===== src/rtl/mstb_pkg.sv =====
package mstb_pkg;

    // Registered strobe set, all active low.
    typedef struct packed {
        logic uwr_n;
        logic lwr_n;
        logic oe0_n;
        logic cas0_n;
        logic ras0_n;
    } strobe_t;

    // Window hits for the current address, active high.
    typedef struct packed {
        logic oe_hit;
        logic cas_hit;
        logic ras_hit;
    } window_t;

    localparam strobe_t STROBES_IDLE = '{default: 1'b1};

endpackage


===== src/rtl/mstb_window_dec.sv =====
module mstb_window_dec
    import mstb_pkg::*;
#(
    parameter int ADDR_W  = 23,
    parameter int WRAM_BITS = 3
) (
    input  logic [ADDR_W:1] addr,
    input  logic            dma_active,
    output window_t         win
);

    localparam logic [WRAM_BITS-1:0] WRAM_TAG = '1;

    logic in_wram;
    logic upper_half;

    always_comb begin
        in_wram    = (addr[ADDR_W -: WRAM_BITS] == WRAM_TAG);
        upper_half = addr[ADDR_W];
        if (dma_active) begin
            win.oe_hit  = 1'b1;
            win.cas_hit = 1'b1;
            win.ras_hit = upper_half;
        end else begin
            win.oe_hit  = in_wram;
            win.cas_hit = ~in_wram;
            win.ras_hit = in_wram;
        end
    end

endmodule


===== src/rtl/mstb_refresh.sv =====
module mstb_refresh #(
    parameter int REFRESH_PERIOD = 64,
    parameter int STRETCH_CLKS   = 4
) (
    input  logic clk,
    input  logic rst_n,
    input  logic ras_req,
    output logic hold,
    output logic pulse
);

    localparam int CW  = $clog2(REFRESH_PERIOD + 1);
    localparam int SW  = $clog2(STRETCH_CLKS + 1);
    localparam int MID = (STRETCH_CLKS - 2) / 2;

    typedef struct packed {
        logic [CW-1:0] cnt;
        logic          pend;
        logic          armed;
        logic          str;
        logic [SW-1:0] sidx;
        logic          req;
    } rf_state_t;

    rf_state_t st_q, st_d;
    logic [SW-1:0] idx;
    logic start_evt, end_evt;

    always_comb begin
        st_d      = st_q;
        st_d.req  = ras_req;
        start_evt = ras_req & ~st_q.req;
        end_evt   = st_q.req & ~ras_req;
        hold      = 1'b0;
        idx       = '0;

        if (end_evt) begin
            if (st_q.cnt == CW'(REFRESH_PERIOD - 1)) begin
                st_d.cnt  = '0;
                st_d.pend = 1'b1;
            end else begin
                st_d.cnt = st_q.cnt + 1'b1;
            end
        end

        if (start_evt && st_q.pend) begin
            st_d.armed = 1'b1;
            st_d.pend  = 1'b0;
        end

        if (end_evt && st_q.armed) begin
            st_d.armed = 1'b0;
            hold       = 1'b1;
            if (STRETCH_CLKS > 1) begin
                st_d.str  = 1'b1;
                st_d.sidx = SW'(1);
            end
        end

        if (st_q.str) begin
            hold      = 1'b1;
            idx       = st_q.sidx;
            st_d.sidx = st_q.sidx + 1'b1;
            if (st_q.sidx == SW'(STRETCH_CLKS - 1)) begin
                st_d.str = 1'b0;
            end
        end

        pulse = hold && ((idx == SW'(MID)) || (idx == SW'(MID + 1)));
    end

    always_ff @(posedge clk or negedge rst_n) begin
        if (!rst_n) begin
            st_q <= '0;
        end else begin
            st_q <= st_d;
        end
    end

endmodule


===== src/rtl/mem_strobe_gen.sv =====
module mem_strobe_gen
    import mstb_pkg::*;
#(
    parameter int ADDR_W         = 23,
    parameter int REFRESH_PERIOD = 64,
    parameter int STRETCH_CLKS   = 4
) (
    input  logic            clk,
    input  logic            rst_n,
    input  logic            as_n,
    input  logic            uds_n,
    input  logic            lds_n,
    input  logic            rw,
    input  logic [ADDR_W:1] addr,
    input  logic            dma_active,
    output logic            uwr_n,
    output logic            lwr_n,
    output logic            oe0_n,
    output logic            cas0_n,
    output logic            ras0_n
);

    window_t win;
    strobe_t strb_d, strb_q;
    logic    ras_req;
    logic    rf_hold;
    logic    rf_pulse;
    logic    wr_cyc;
    logic    rd_cyc;

    mstb_window_dec #(
        .ADDR_W    (ADDR_W),
        .WRAM_BITS (3)
    ) u_dec (
        .addr       (addr),
        .dma_active (dma_active),
        .win        (win)
    );

    assign ras_req = ~as_n & win.ras_hit;

    mstb_refresh #(
        .REFRESH_PERIOD (REFRESH_PERIOD),
        .STRETCH_CLKS   (STRETCH_CLKS)
    ) u_rf (
        .clk     (clk),
        .rst_n   (rst_n),
        .ras_req (ras_req),
        .hold    (rf_hold),
        .pulse   (rf_pulse)
    );

    always_comb begin
        wr_cyc        = ~as_n & ~rw;
        rd_cyc        = ~as_n & rw;
        strb_d.uwr_n  = ~(wr_cyc & ~uds_n);
        strb_d.lwr_n  = ~(wr_cyc & ~lds_n);
        strb_d.cas0_n = ~(rd_cyc & win.cas_hit);
        strb_d.oe0_n  = ~((rd_cyc & win.oe_hit) | rf_pulse);
        strb_d.ras0_n = ~(ras_req | rf_hold);
    end

    always_ff @(posedge clk or negedge rst_n) begin
        if (!rst_n) begin
            strb_q <= STROBES_IDLE;
        end else begin
            strb_q <= strb_d;
        end
    end

    assign uwr_n  = strb_q.uwr_n;
    assign lwr_n  = strb_q.lwr_n;
    assign oe0_n  = strb_q.oe0_n;
    assign cas0_n = strb_q.cas0_n;
    assign ras0_n = strb_q.ras0_n;

endmodule


===== config.mk =====
export PLATFORM = sky130hd
export DESIGN_NAME = mem_strobe_gen
export DESIGN_NICKNAME = d
export VERILOG_FILES = /design/src/rtl/mstb_pkg.sv /design/src/rtl/mstb_window_dec.sv /design/src/rtl/mstb_refresh.sv /design/src/rtl/mem_strobe_gen.sv
export SDC_FILE = /design/constraint.sdc
export NUM_CORES = 1
export LEC_CHECK = 0
export ABC_AREA = 0
export BUFFER_PORTS_ARGS = -buffer_cell sky130_fd_sc_hd__buf_2
export CORE_MARGIN = 3
export CORE_UTILIZATION = 38
export CTS_BUF_LIST = sky130_fd_sc_hd__clkbuf_4 sky130_fd_sc_hd__clkbuf_8
export DETAILED_ROUTE_END_ITERATION = 10
export GPL_ROUTABILITY_DRIVEN = 1
export MAX_ROUTING_LAYER = met4
export PLACE_DENSITY = 0.64
export SLEW_MARGIN = 20
export SYNTH_ARGS = -nofsm -noshare
export SYNTH_HDL_FRONTEND = slang
export SYNTH_SLANG_ARGS = --single-unit

===== constraint.sdc =====
create_clock -name clk -period 1.5 [get_ports clk]
set_input_delay 0 -clock clk [delete_from_list [all_inputs] [get_ports clk]]
set_output_delay 0 -clock clk [all_outputs]
set_load 0.02 [all_outputs]

==> metrics, run 1 <==
final number of hold-violating endpoints=0; DIE WIDTH=between 50 and 60 um; asr flop ratio synth=between 90% and 100%; Multi-input gate area=401.6 um^2; setup slack, reg-to-reg=0.13 ns; maximum vdd drop=0.7064 mV; routability cong.=between 0.8 and 0.9; WP data arrival=between 1.5 and 2 ns; Filler cells=207; register bit total from synthesis=19; unrepaired setup endpoints after global routing=false; Synth Warn #=0; DIE AREA=0.003010 mm^2; Reg area=481.7 um^2; Hold Worst Slack=0.02711 ns; CP max-delay cell=dfrtp_1; largest net degree at the start of global routing=20; initial core utilization=40.62%; IO Pins=35; TritonCTS clock tree=built; Final nets=140; power per cell area=1465 mW/mm^2; Worst slew margin=about 70%; Final setup viols=0; worst min path class=in -> reg; CTS max path bufs=2; Startpoint Class=flip-flop; GR Util All Layers=between 10 and 15%; Syn Inst Count=between 70 and 80; DR DRC count=0; Die Ht=54.86 um; setup TNS=0 ns; worst setup path start=u_rf.st_q[8]; post-synthesis sequential area ratio=53.10%; Non-Filler Instances=134; crit path max fanout=4; First DRT Iteration DRCs=8; EDFF count, synth=0; CP max stage delay=0.42 ns; CP Buf/Inv Count=0; hold path start=addr[21]; CORE AREA=between 0.002 and 0.0025 mm^2; max-cap viol count=0; Pleak=between 0.0004 and 0.0005 uW; Clk Latency, worst-skew pair=~0.30 ns; wire per inst=12.57 um; HPWL after DPL=1202 um; CTS buffer count=3; Worst Max-Slew Pin Slew=roughly 0.44 ns; skew final=roughly 0.012 ns; Unique masters post-synth=36; run status=finished clean; utilization after layout=50.59%; cell family with most CP delay=compound AO/OA/AOI/OAI gates; ys flop type=dfrtp_1; initial antenna violation count=0; final WL=roughly 1700 um; Post-Place Cells=122; RR Startpoint=u_rf.st_q[8]; cts repair resizes=0; Buffers on Ports=14; first-pass GRT wire length=2898 um; Antenna Cells=0; total number of vias=701; share of cells above drive strength 1=30.19%; count of pins over their slew limit=0; htree depth=1; Critical Path, Cell by Cell=ha_1, nand4_2, o221a_1, a211o_1; Cell Rows=17; CP required=approximately 1.7 ns; crit path time final=1.374 ns; Congestion Overflow GR=0; Mapped Area=907.1 um^2; commonest non-fill, non-tap cells in the layout=buf_2 (14), dfrtp_1 (14), dlygate4sd3_1 (8); Tcrit/Tclk final=91.58%; Avg Cell Area, Syn=11.48 um^2; # clock sinks=19; Crit. End Element=flip-flop; syn_nets=112; P&R area growth vs syn=24.55%; vias in the first global route=683; Max Fclk=approximately 0.73 GHz; Worst-path clk slew=0.11 ns; clk root buf=clkbuf_4; Setup CP Type=reg -> reg; via/cell ratio=5.231; total iterations of the first detailed-routing run=4; post-route ant nets=0
==> cells by family after synthesis <==
logic type               Yosys count  synth area share [%]
AND/OR/NAND/NOR                   20                 12.55
multiplexers                       3                 3.448
XOR/XNOR                           3                 2.897
buffers and inverters              6                 2.620
adder cells (fa/ha/maj)            3                 4.138
flip-flops                        19                 53.10
AO/OA/AOI/OAI                     25                 21.24
==> what timing repair did <==
item	CTS	global route
hold buffers	8	0
hold endpoints to repair	23	0
buffers inserted	0	0
==> through the flow <==
| stage | area, um^2 | setup WS [ns] | total power (uW) |
|---|---|---|---|
| detailed placement | 1022 | 0.1543 | 1399 |
| global route | 1130 | 0.06519 | 1814 |
| CTS | 1130 | 0.1289 | 1680 |
| finish | 1130 | 0.1263 | 1655 |
| floorplan | 907.1 | 0.1480 | 1219 |
| global placement | 1022 | 0.1611 | 1377 |
==> layout make-up <==
type	count	share of cell area, %
inverters	5	1.661
multi-input cells	54	35.55
repair buffers	24	14.62
flip-flops and latches	19	42.64
clock buffers	3	1.993
clock inverters	1	0.4430
well taps	28	3.101
==> report_power, final <==
part	switching, uW	internal, uW	total [uW]
Clock	154	99.2	253
Combinational	273	292	565
Sequential	154	682	836
==> worst min-delay path, stage by stage <==
cell,delay (ns)
buf_2,0.11
nand3_1,0.08
nand2b_1,0.07
a32oi_1,0.05
==> per-layer routing <==
layer	GRT usage, %	up-vias	wire [um]
li1	-	351	-
met1	16.97	332	839
met2	21.65	16	728
met3	3.270	2	98
met4	7.469	0	17
met5	-	-	0
==> cell usage after synthesis, types with 2 or more instances <==
| cell type | n | area share (%) |
|---|---|---|
| dfrtp_1 | 14 | 39 |
| dfstp_2 | 5 | 14 |
| inv_1 | 5 | 2.1 |
| nand2b_1 | 4 | 2.8 |
| a211oi_1 | 3 | 2.5 |
| a21oi_1 | 3 | 1.7 |
| ha_1 | 3 | 4.1 |
| nand2_1 | 3 | 1.2 |
| nor2_1 | 3 | 1.2 |
| a31o_2 | 2 | 1.9 |
| and2_1 | 2 | 1.4 |
| mux2i_1 | 2 | 2.2 |
| nand3_1 | 2 | 1.1 |
| nor2b_1 | 2 | 1.4 |
| o211ai_1 | 2 | 1.7 |
| o21ai_0 | 2 | 1.1 |
| or3_1 | 2 | 1.4 |
| xor2_1 | 2 | 1.9 |
==> path summary, 6_finish.rpt <==
kind                            endpoint  cells past startpoint
setup / recovery           u_rf.st_q[10]                      4
hold / removal                     oe0_n                      4
setup reg to reg           u_rf.st_q[10]                      4
hold reg to reg             u_rf.st_q[6]                      2
max in group asynchronous          oe0_n                      2
min in group asynchronous  u_rf.st_q[11]                      2
==> state kept, by name, summed over array words and instances (netlist names) <==
register and cells:
oe0_n 1, cas0_n 1, uwr_n 1, u_rf.st_q 14
ras0_n 1, lwr_n 1
(Power assumes the default switching activity.)
==> run 2: changes to the inputs <==
Settings changed: CORE_ASPECT_RATIO set to 1.75, RECOVER_POWER set to 25.
==> run 2 against run 1 <==
  * Clock skew shrank 0.0019 ns
  * First-iteration DRC count grew to 2.5 times the previous value
  * Critical path depth is the same
  * Combinational power grew 2%
  * Global-route usage grew 0.16 points
  * Clock power grew 7%
  * Die area grew 0.77%
  * Clock-buffer cell count grew 1
  * Worst hold slack lost 0.00096 ns
  * Critical endpoint unchanged
  * Largest cell class unchanged
==> metrics, run 2 (same netlist as run 1, synthesis figures left out) <==
Crit. End Element=flip-flop; pre-CTS WS=~0.13 ns; first-pass GRT wire length=approximately 3200 um; Hold Worst Slack=~0.026 ns; most common cell after layout, fill and taps aside=dfrtp_1; share of cells above drive strength 1=29.52%; GR Util All Layers=14.25%; Worst slew margin=between 30% and 40%; Die Ht=70.64 um; CORE AREA=0.002175 mm^2; clk root buf=clkbuf_4; max-cap viol count=0; Critical Path, Cell by Cell=ha_1, nand4_2, o221a_1, a211o_1; First DRT Iteration DRCs=20; initial antenna violation count=0; setup slack, reg-to-reg=about 0.13 ns; Tcrit/Tclk final=between 90% and 100%; # Post-CTS Setup Buffers=0; run status=finished clean; maximum vdd drop=around 0.85 mV; count of pins over their slew limit=0; htree depth=1; total iterations of the first detailed-routing run=4; Switch Pwr=~600 uW; final number of hold-violating endpoints=0; Final setup viols=0; sw frac=34.83%; CP max-delay cell=dfrtp_1; power per cell area=roughly 1500 mW/mm^2; Buffers on Ports=14; Antenna Cells=0; cell family with most CP delay=compound AO/OA/AOI/OAI gates; CP required=1.70 ns; largest net degree at the start of global routing=20; routability cong.=0.8198; Cell Rows=22; Hold-fix buffers, CTS=7; crit path max fanout=4; WP data arrival=around 1.6 ns; Logic pwr share=34.2%; CTS max path bufs=2; Pleak=0.0004827 uW; skew final=0.01046 ns; Worst Max-Slew Pin Slew=1.005 ns; setup TNS=0 ns; Clk pwr share=16.1%; Congestion Overflow GR=0; vias in the first global route=759; Worst-path clk slew=0.11 ns; Most flops, register=u_rf.st_q; # clock sinks=19; crit path time final=1.368 ns; P&R area growth vs syn=23.03%; Startpoint Class=flip-flop; total power=roughly 1700 uW; Post-Place Cells=118; via/cell ratio=about 5.5; wire per inst=14.08 um; final WL=1816 um; cts repair resizes=0; commonest non-fill, non-tap cells in the layout=dfrtp_1 (14), buf_2 (13), dlygate4sd3_1 (7); Clk Latency, worst-skew pair=0.30 ns; total number of vias=707; DR DRC count=0; CP max stage delay=0.41 ns; CTS buffer count=3; Max Fclk=0.7311 GHz; TritonCTS clock tree=built; Reg power frac=49.6%; Non-Filler Instances=129; worst min path class=in -> reg; PnR worst setup slack=0.1322 ns; CP Buf/Inv Count=0; post-route ant nets=0; Setup CP Type=reg -> reg; Final nets=139; IO Pins=35; P_int=1096 uW; unrepaired setup endpoints after global routing=false; max reg flops=14; initial core utilization=41.71%; DIE WIDTH=~43 um; DIE AREA=0.003033 mm^2
[run 2: cell types whose count changed in the layout (fill, tap and decap cells not counted), sizes merged]
cell | before | now
buf | 16 | 15
dlygate4sd3 | 8 | 7
clkinv | 1 | 0
clkbuf | 3 | 5
[run 2: power groups by stage]
stage               clock network [uW]  registers (uW)  logic [uW]
floorplan                            0             836         383
global placement                     0             838         550
detailed placement                   0             848         570
CTS                                282             836         588
global route                       311             868         656
finish                             271             834         576
[run 2: cell type report]
type                            instances  area, um^2
Clock buffer                            4       30.03
Fill cell                             207        1059
Inverter                                5       18.77
Multi-Input combinational cell         54       401.6
Sequential cell                        19       481.7
Tap cell                               24       30.03
Timing Repair Buffer                   23       153.9
[run 2: metrics by stage]
| stage | utilization [%] | cell area [um^2] |
|---|---|---|
| after global routing | 51.32 | 1116 |
| after floorplan | - | 907.1 |
| after global placement | 46.78 | 1017 |
| after detailed placement | 46.78 | 1017 |
| final | 51.32 | 1116 |
| after CTS | 51.38 | 1117 |
[run 2: worst paths after layout]
check	from	end	depth (start not counted)
max in group asynchronous	rst_n	u_rf.st_q[5]	2
worst min-delay path	addr[23]	oe0_n	4
worst min register to register	u_rf.st_q[5]	ras0_n	1
worst max register to register	u_rf.st_q[7]	u_rf.st_q[10]	4
worst max-delay path	u_rf.st_q[7]	u_rf.st_q[10]	4
min in group asynchronous	rst_n	u_rf.st_q[12]	2
[run 2: tightest hold or removal path: stages]
cell      delay [ns]
buf_2           0.10
nand3_1         0.08
nand2b_1        0.09
a32oi_1         0.06
[run 2: routing by layer]
layer | global-route usage, % | routed length (um) | up-vias | share of wire, %
li1 | - | - | 346 | -
met1 | 15.48 | 702 | 338 | 39
met2 | 24.08 | 980 | 15 | 54
met3 | 1.781 | 67 | 8 | 3.7
met4 | 8.389 | 65 | 0 | 3.6
met5 | - | 0 | - | 0
==> run 3: changes to the inputs <==
Settings changed: CAP_MARGIN set to 0, GPL_TIMING_DRIVEN set to 0, MAX_ROUTING_LAYER met4 to unset.
==> run 3 against run 2 <==
  * Flip-flop and latch count unchanged
  * Routed wire length is 4.1% higher
  * Non-clock buffer count stayed put
  * Clock skew is essentially flat
  * Worst hold slack worse by 0.0060 ns
  * Die area did not move
  * Register-to-register slack lost 0.06 ns
  * Clock-buffer cell count unchanged
  * Utilization rose by 0.58 points
  * Final cell count stayed put
  * Clock power about the same
==> metrics, run 3 (same netlist as run 1, synthesis figures left out) <==
setup TNS=0 ns; max reg flops=14; Startpoint Class=flip-flop; Max Fclk=0.6995 GHz; GR Util All Layers=approximately an eighth; Final nets=139; PnR worst setup slack=0.07045 ns; M3 GR Usage=1.527%; first-pass GRT wire length=3084 um; Reg power frac=between 40 and 50%; run status=finished clean; CP Buf/Inv Count=0; total iterations of the first detailed-routing run=4; power per cell area=1524 mW/mm^2; Die Ht=70.64 um; M1 GR Usage=13.18%; Tcrit/Tclk final=95.30%; Clk pwr share=15.7%; worst min path class=in -> reg; CP max-delay cell=dfrtp_2; TritonCTS clock tree=built; Logic pwr share=roughly a third; commonest non-fill, non-tap cells in the layout=buf_2 (13), dfrtp_1 (12), dlygate4sd3_1 (7); count of pins over their slew limit=0; Buffers on Ports=14; GR peak layer=met2; CTS buffer count=3; CORE AREA=0.002175 mm^2; First DRT Iteration DRCs=29; largest net degree at the start of global routing=20; Worst Max-Slew Pin Slew=1.028 ns; CP max stage delay=0.43 ns; crit path max fanout=4; wire per inst=14.66 um; maximum vdd drop=0.7151 mV; Worst slew margin=31.45%; WP data arrival=1.62 ns; post-place instance area=0.001007 mm^2; DR DRC count=0; share of cells above drive strength 1=between 30 and 40%; routability cong.=0.8278; Pleak=0.0004804 uW; clk root buf=clkbuf_4; final instance area=0.001129 mm^2; total number of vias=738; CP required=1.69 ns; Worst-path clk slew=0.11 ns; Antenna Cells=0; P&R area growth vs syn=24.41%; final WL=1891 um; initial core utilization=41.71%; pre-CTS WS=0.005541 ns; vias in the first global route=733; sw frac=between 30% and 40%; unrepaired setup endpoints after global routing=false; max-cap viol count=0; htree depth=1; cell family with most CP delay=compound AO/OA/AOI/OAI gates; P_int=1111 uW; Cell Rows=22; final number of hold-violating endpoints=0; DIE WIDTH=42.94 um; most common cell after layout, fill and taps aside=buf_2; Crit. End Element=flip-flop; # clock sinks=19; Switch Pwr=between 600 and 700 uW; Clk Latency, worst-skew pair=roughly 0.29 ns; DIE AREA=0.003033 mm^2; met2 Use GR=25.08%; Critical Path, Cell by Cell=ha_4, nand4_2, o221a_1, a211o_1; crit path time final=around 1.4 ns; Post-Place Cells=117; Setup CP Type=reg -> reg; initial antenna violation count=0; CTS max path bufs=2; IO Pins=35; HPWL after DPL=around 1300 um; Final setup viols=0; Congestion Overflow GR=0; Most flops, register=u_rf.st_q; post-route ant nets=0; via/cell ratio=5.721; Non-Filler Instances=129; Hold Worst Slack=0.02015 ns; skew final=0.01093 ns
-- run 3: changes by cell type in the layout (fill, tap and decap cells not counted), sizes merged --
cell / change
buf: -1
clkbuf: +1
-- run 3: final timing paths --
| path | slack (ns) | depth (start not counted) | to | from |
|---|---|---|---|---|
| worst max-delay path | 0.07 | 4 | u_rf.st_q[10] | u_rf.st_q[7] |
| worst min-delay path | 0.02 | 4 | oe0_n | addr[23] |
| worst max register to register | 0.07 | 4 | u_rf.st_q[10] | u_rf.st_q[7] |
| worst min register to register | 0.51 | 2 | u_rf.st_q[6] | u_rf.st_q[6] |
| max in group asynchronous | 0.42 | 2 | u_rf.st_q[7] | rst_n |
| min in group asynchronous | 0.39 | 2 | u_rf.st_q[12] | rst_n |
-- run 3: final cells by class --
type	count	area, um^2
inverters	5	18.77
multi-input cells	54	414.1
well taps	24	30.03
clock buffers	4	30.03
fillers	203	1046
flip-flops and latches	19	484.2
repair buffers	22	146.4
plain buffers	1	5.005
-- run 3: worst reg2reg max path, cell delays in order, from the launching register on --
cell and delay, ns:
dfrtp_2 0.43, ha_4 0.17, nand4_2 0.15, o221a_1 0.31
a211o_1 0.27
-- run 3: repair_timing --
item                                   CTS  global route
hold buffers                             7             0
endpoints found under the hold margin   23             0
buffers inserted                         0             1
setup endpoints to repair                1             1
gates resized for setup                  1             3
-- run 3: metrics by stage --
| stage | power, uW | util, % |
|---|---|---|
| global route | 1856 | 51.90 |
| finish | 1720 | 51.90 |
| detailed placement | 1381 | 46.32 |
| floorplan | 1219 | - |
| CTS | 1671 | 51.04 |
| global placement | 1361 | 46.32 |
-- run 3: power groups by stage --
stage               Clock [uW]  Combinational (uW)  Sequential [uW]
floorplan                    0                 383              836
global placement             0                 523              838
detailed placement           0                 537              845
CTS                        280                 559              833
global route               298                 678              879
finish                     271                 593              856
-- run 3: routing by layer --
| metal | part of all wire, % | vias up |
|---|---|---|
| met1 | 39 | 361 |
| met2 | 54 | 23 |
| li1 | - | 347 |
| met5 | 0 | - |
| met3 | 4.5 | 7 |
| met4 | 2.8 | 0 |
